==> src/rtl/acq_pkg.sv <==
package acq_pkg;

    // Controller states of the run sequencer
    typedef enum logic [0:0] {
        ST_IDLE = 1'b0,
        ST_RUN  = 1'b1
    } acq_state_t;

    localparam int unsigned PIN_COUNT = 2;
    localparam int unsigned PIN_START = 0;
    localparam int unsigned PIN_STOP  = 1;

endpackage

==> src/rtl/acq_edge_sync.sv <==
// Synchronizes one asynchronous pin and flags its rising edge (one cycle).
module acq_edge_sync #(
    parameter int unsigned STAGES = 2   // must be 2 or more
) (
    input  logic clk,
    input  logic rst_n,
    input  logic pin,
    output logic rise
);

    logic [STAGES-1:0] sync_q;
    logic              last_q;

    always_ff @(posedge clk or negedge rst_n) begin
        if (!rst_n) begin
            sync_q <= '0;
            last_q <= 1'b0;
        end else begin
            sync_q <= {sync_q[STAGES-2:0], pin};
            last_q <= sync_q[STAGES-1];
        end
    end

    assign rise = sync_q[STAGES-1] & ~last_q;

endmodule

==> src/rtl/acq_addr_counter.sv <==
// Shared sample-address counter: synchronous clear, advance with natural wrap.
module acq_addr_counter #(
    parameter int unsigned ADDR_W = 10
) (
    input  logic              clk,
    input  logic              rst_n,
    input  logic              clear,
    input  logic              advance,
    output logic [ADDR_W-1:0] addr,
    output logic              at_top
);

    localparam logic [ADDR_W-1:0] ADDR_TOP = {ADDR_W{1'b1}};

    logic [ADDR_W-1:0] addr_q;

    always_ff @(posedge clk or negedge rst_n) begin
        if (!rst_n) begin
            addr_q <= '0;
        end else if (clear) begin
            addr_q <= '0;
        end else if (advance) begin
            addr_q <= addr_q + 1'b1;
        end
    end

    assign addr   = addr_q;
    assign at_top = (addr_q == ADDR_TOP);

endmodule

==> src/rtl/acq_ctrl_fsm.sv <==
// Run controller: state register, transition/output decode, done and irq flags.
module acq_ctrl_fsm
    import acq_pkg::*;
(
    input  logic clk,
    input  logic rst_n,
    input  logic start_req,
    input  logic stop_req,
    input  logic at_top,
    input  logic mode_stop_ovf,
    input  logic mode_irq_en,
    input  logic clr_done,
    output logic run,
    output logic launch,
    output logic done,
    output logic irq
);

    acq_state_t state_q, state_d;
    logic       run_end;
    logic       done_q, irq_q;

    // State register
    always_ff @(posedge clk or negedge rst_n) begin
        if (!rst_n) begin
            state_q <= ST_IDLE;
        end else begin
            state_q <= state_d;
        end
    end

    // Transition and output decode
    always_comb begin
        state_d = state_q;
        launch  = 1'b0;
        run_end = 1'b0;
        unique case (state_q)
            ST_IDLE: begin
                if (start_req && !stop_req) begin
                    state_d = ST_RUN;
                    launch  = 1'b1;
                end
            end
            ST_RUN: begin
                if (stop_req || (mode_stop_ovf && at_top)) begin
                    state_d = ST_IDLE;
                    run_end = 1'b1;
                end
            end
            default: state_d = ST_IDLE;
        endcase
    end

    // Done flag (set wins over clear) and interrupt pulse
    always_ff @(posedge clk or negedge rst_n) begin
        if (!rst_n) begin
            done_q <= 1'b0;
            irq_q  <= 1'b0;
        end else begin
            if (run_end) begin
                done_q <= 1'b1;
            end else if (clr_done) begin
                done_q <= 1'b0;
            end
            irq_q <= run_end & ~done_q & mode_irq_en;
        end
    end

    assign run  = (state_q == ST_RUN);
    assign done = done_q;
    assign irq  = irq_q;

endmodule

==> src/rtl/acq_sequencer.sv <==
// Top: acquisition run sequencer.
module acq_sequencer
    import acq_pkg::*;
#(
    parameter int unsigned ADDR_W      = 10,
    parameter int unsigned SYNC_STAGES = 2
) (
    input  logic              clk,
    input  logic              rst_n,
    input  logic              start_pin,
    input  logic              stop_pin,
    input  logic              sw_start,
    input  logic              sw_stop,
    input  logic              sw_clr_done,
    input  logic              mode_restart,
    input  logic              mode_stop_ovf,
    input  logic              mode_irq_en,
    output logic              run,
    output logic              done,
    output logic              irq,
    output logic [ADDR_W-1:0] addr
);

    logic [PIN_COUNT-1:0] pin_vec;
    logic [PIN_COUNT-1:0] pin_rise;
    logic                 start_req, stop_req;
    logic                 launch, at_top;

    assign pin_vec[PIN_START] = start_pin;
    assign pin_vec[PIN_STOP]  = stop_pin;

    for (genvar g = 0; g < PIN_COUNT; g++) begin : g_pin
        acq_edge_sync #(
            .STAGES (SYNC_STAGES)
        ) i_sync (
            .clk  (clk),
            .rst_n(rst_n),
            .pin  (pin_vec[g]),
            .rise (pin_rise[g])
        );
    end

    assign start_req = pin_rise[PIN_START] | sw_start;
    assign stop_req  = pin_rise[PIN_STOP]  | sw_stop;

    acq_ctrl_fsm i_fsm (
        .clk          (clk),
        .rst_n        (rst_n),
        .start_req    (start_req),
        .stop_req     (stop_req),
        .at_top       (at_top),
        .mode_stop_ovf(mode_stop_ovf),
        .mode_irq_en  (mode_irq_en),
        .clr_done     (sw_clr_done),
        .run          (run),
        .launch       (launch),
        .done         (done),
        .irq          (irq)
    );

    acq_addr_counter #(
        .ADDR_W(ADDR_W)
    ) i_cnt (
        .clk    (clk),
        .rst_n  (rst_n),
        .clear  (launch & mode_restart),
        .advance(run),
        .addr   (addr),
        .at_top (at_top)
    );

endmodule

==> config.mk <==
export PLATFORM = sky130hd
export DESIGN_NAME = acq_sequencer
export DESIGN_NICKNAME = d
export VERILOG_FILES = /design/src/rtl/acq_pkg.sv /design/src/rtl/acq_edge_sync.sv /design/src/rtl/acq_addr_counter.sv /design/src/rtl/acq_ctrl_fsm.sv /design/src/rtl/acq_sequencer.sv
export SDC_FILE = /design/constraint.sdc
export NUM_CORES = 1
export LEC_CHECK = 0
export ABC_CLOCK_PERIOD_IN_PS = 2050
export BUFFER_PORTS_ARGS = -buffer_cell sky130_fd_sc_hd__clkbuf_2
export CORE_ASPECT_RATIO = 0.8
export CORE_MARGIN = 1.5
export CORE_UTILIZATION = 49
export DETAILED_ROUTE_END_ITERATION = 8
export MAX_ROUTING_LAYER = met4
export PLACE_DENSITY = 0.8
export SYNTH_ARGS = -nofsm -noshare
export SYNTH_HDL_FRONTEND = slang
export SYNTH_HIERARCHICAL = 1
export SYNTH_SLANG_ARGS = --single-unit
==> constraint.sdc <==
create_clock -name clk -period 2.05 [get_ports clk]
set_input_delay 0.41 -clock clk [delete_from_list [all_inputs] [get_ports clk]]
set_output_delay 0.41 -clock clk [all_outputs]
set_load 0.01 [all_outputs]
==> out/qor.yml <==
drt:
  count_of_nets_left_with_antenna_violations_after_detail_routing: 0
  routed_wl_um: 1780
  detail_route.wl_per_cell_um: 14.6
  detailedRoute.firstPassIterationCount: 4
  drt-initial-drc-count: 9
  number_of_remaining_drc_errors: 0
  average_via_count_per_standard_cell: 5.48
  routed-via-count: 668
hold_path:
  holdCritPathClass: "in2async"
timing:
  maxSlewViolCount: 0
  tightest_slew_ps: 449
  grt_setup_unrepaired: "true"
  finalHoldViolCount: 0
  finalWorstPathRequiredPeriod_ps: 1980
  min_period_over_period: 0.968
  max_slew_margin: 0.700
  final_worst_clock_skew_ps: 5.08
  setup_viol_count_final: 0
  max_clock_freq_mhz: 504
clocking:
  clk_root_buffer_cell: "sky130_fd_sc_hd__clkbuf_4"
  clk_pin_slew_ps: 110
  cts-htree-levels: 1
  clock_sinks: 19
  cts.path.max_buffers: 2
  cts_tree: "built"
  tritoncts.num_buffers: 3
  worstSkewPairLatency_ps: 310
yosys:
  synth_async_sr_flop_share: 1.00
  synth.yosys.seq_area_share: 0.573
  ys_seq_elements: 19
  syn-mean-instance-area_sq_um: 11.7
  syn-instance-count: 71
  synth.net_count: 82
  yosys_warnings: 6
  mappedNetlistArea_sq_um: 830
  synth_cell_types: 28
  synth_edf_count: 0
  synth-main-ff-cell: "sky130_fd_sc_hd__dfrtp_1"
floorplan:
  design.die.area_sq_um: 1950
  fp.dieW_um: 49
  floorplan.rows: 13
  placeableCoreArea_sq_um: 1610
  die-height_um: 39.8
  ioPinCount: 23
  floorplan.initialDensity: 0.515
global_routing:
  grt_overflow: 0
  antenna_violations_before_repair: 0
  groute.usage.overall: 0.199
  grt_pass1_wl_um: 2560
  first_global_vias: 591
  grt_max_degree: 20
placement:
  placement.cell_area_sq_um: 973
  hpwl_um: 1150
  port_buffers: 22
  placed_cells_incl_taps: 115
  globalplace.congestion: 0.813
finish:
  layout.core_utilization: 0.653
  antenna_diode_count: 0
  finalNonFillerCells: 122
  synthToLayoutAreaGrowth_pct: 26.7
  layout-drive-gt1-share: 0.430
  fill_cells: 129
  seq_area_sq_um: 475
  final_area_sq_um: 1050
  num-nets-final: 112
  multiInputGateArea_sq_um: 355
power:
  p_total_mw: 0.917
  p_sw_mw: 0.316
  clock_network_power_share: 0.210
  p_comb_frac: 0.226
  intPower_mw: 0.601
  p_seq_frac: 0.564
  power.density_cell_area_nw_per_um2: 872
  cellLeakagePower_nw: 0.489
  vdd_ir_drop_max_mv: 0.506
  swShare: 0.344
status:
  run_status: "finished clean"
setup_path:
  critPathRequiredTime_ps: 2300
  critical_path_peak_fanout: 6
  worst-endpoint-arrival_ps: 2230
  timing.critical_path.to_type: "flop"
  criticalPathCategory: "reg2reg"
  startpoint_types: "flop"
flow_run:
  maxCapViolations: 0
==> worst max-delay path: stages (launching register included) <==
cell and delay [ps]:
sky130_fd_sc_hd__dfrtp_1 390, sky130_fd_sc_hd__nor2b_4 120, sky130_fd_sc_hd__or2_4 230, sky130_fd_sc_hd__nor3b_2 170, sky130_fd_sc_hd__and2_4 170, sky130_fd_sc_hd__o2111ai_4 150
sky130_fd_sc_hd__buf_6 170, sky130_fd_sc_hd__or3_1 370, sky130_fd_sc_hd__a21oi_2 140
==> registers in the layout (all words and copies together) (netlist names) <==
signal	flops
i_cnt/addr	10
g_pin.i_sync/sync_q	4
g_pin.i_sync/last_q	2
i_fsm/done	1
i_fsm/irq	1
i_fsm/run	1
==> kinds of logic (layout without fill, tap and decap cells) <==
kind of cell               after synthesis  after routing  share of synthesized area
adders and majority gates                1              1                     0.0151
xor gates and xnor gates                 4              4                     0.0422
AOI/OAI and AO/OA                       14             14                      0.122
muxes                                    1              1                     0.0121
and+or+nand+nor                         27             27                      0.211
buffers and inverters                    5             34                     0.0241
DFF                                     19             19                      0.573
==> final cells by class <==
| cell class | count | area share |
|---|---|---|
| Tap cell | 22 | 0.0262 |
| Sequential cell | 19 | 0.452 |
| Clock buffer | 3 | 0.0214 |
| Multi-Input combinational cell | 47 | 0.338 |
| Clock inverter | 1 | 0.00714 |
| Timing Repair Buffer | 27 | 0.144 |
| Inverter | 3 | 0.0107 |
==> routing by layer <==
metal / track usage / vias up / wire length [um]
li1: - / 312 / -
met1: 0.217 / 325 / 698
met2: 0.332 / 25 / 930
met3: 0.0573 / 6 / 97
met4: 0.136 / 0 / 51
met5: - / - / 0
==> stage by stage <==
| stage | worst slack (ps) | hold WS [ps] | TNS [ps] |
|---|---|---|---|
| finish | 65.8 | 26.8 | 0 |
| global route | -13.5 | 34.7 | -13.5 |
| CTS | 75.1 | 25.1 | 0 |
| detailed placement | 98.0 | 344 | 0 |
| global placement | 147 | 333 | 0 |
| floorplan | 230 | 114 | 0 |
==> power by group through the flow <==
stage / sequential (mW) / combinational (mW) / clock, mW
finish: 0.517 / 0.207 / 0.192
CTS: 0.515 / 0.201 / 0.203
detailed placement: 0.523 / 0.199 / 0
global route: 0.524 / 0.240 / 0.219
floorplan: 0.531 / 0.0936 / 0
global placement: 0.518 / 0.193 / 0
==> cell usage in the layout, fill, tap and decap left out, drive strengths merged, types with 3 or more instances in the layout <==
cell type | Yosys | layout
nand3 | 3 | 3
inv | 3 | 3
or3 | 3 | 3
clkbuf | 1 | 25
buf | 1 | 5
dfrtp | 19 | 19
nand2 | 3 | 3
a21oi | 6 | 6
xor2 | 3 | 3
nor2 | 6 | 6
o21ai | 3 | 3
==> worst paths after layout <==
check,from,end,slack [ps],depth (start not counted)
hold / removal,rst_n,i_cnt/addr[3],30,1
setup / recovery,g_pin[1].i_sync/sync_q[1],i_cnt/addr[5],70,8
max in group asynchronous,rst_n,i_fsm/done,1720,1
setup reg to reg,g_pin[1].i_sync/sync_q[1],i_cnt/addr[5],70,8
hold reg to reg,g_pin[1].i_sync/sync_q[0],g_pin[1].i_sync/sync_q[1],370,0
min in group clk,stop_pin,g_pin[1].i_sync/sync_q[0],200,1
==> repair_timing <==
item,CTS,global route
endpoints found under the setup margin,0,2
buffers inserted,0,3
hold endpoints to repair,0,0
gates resized for setup,0,7
hold buffers,0,0
==> cells in the mapped netlist, types with 2 or more instances <==
cell	count	area (sq um)
sky130_fd_sc_hd__a21oi_1	6	30.0
sky130_fd_sc_hd__dfrtp_1	19	475
sky130_fd_sc_hd__inv_1	2	7.51
sky130_fd_sc_hd__nand2_1	3	11.3
sky130_fd_sc_hd__nand3_1	3	15.0
sky130_fd_sc_hd__nor2_1	6	22.5
sky130_fd_sc_hd__nor2b_4	2	27.5
sky130_fd_sc_hd__o21ai_0	3	15.0
sky130_fd_sc_hd__o31ai_1	2	15.0
sky130_fd_sc_hd__or2_1	2	12.5
sky130_fd_sc_hd__or3_1	3	18.8
sky130_fd_sc_hd__or4_1	2	15.0
sky130_fd_sc_hd__xor2_1	3	26.3
Power figures use the tool's default switching activity.
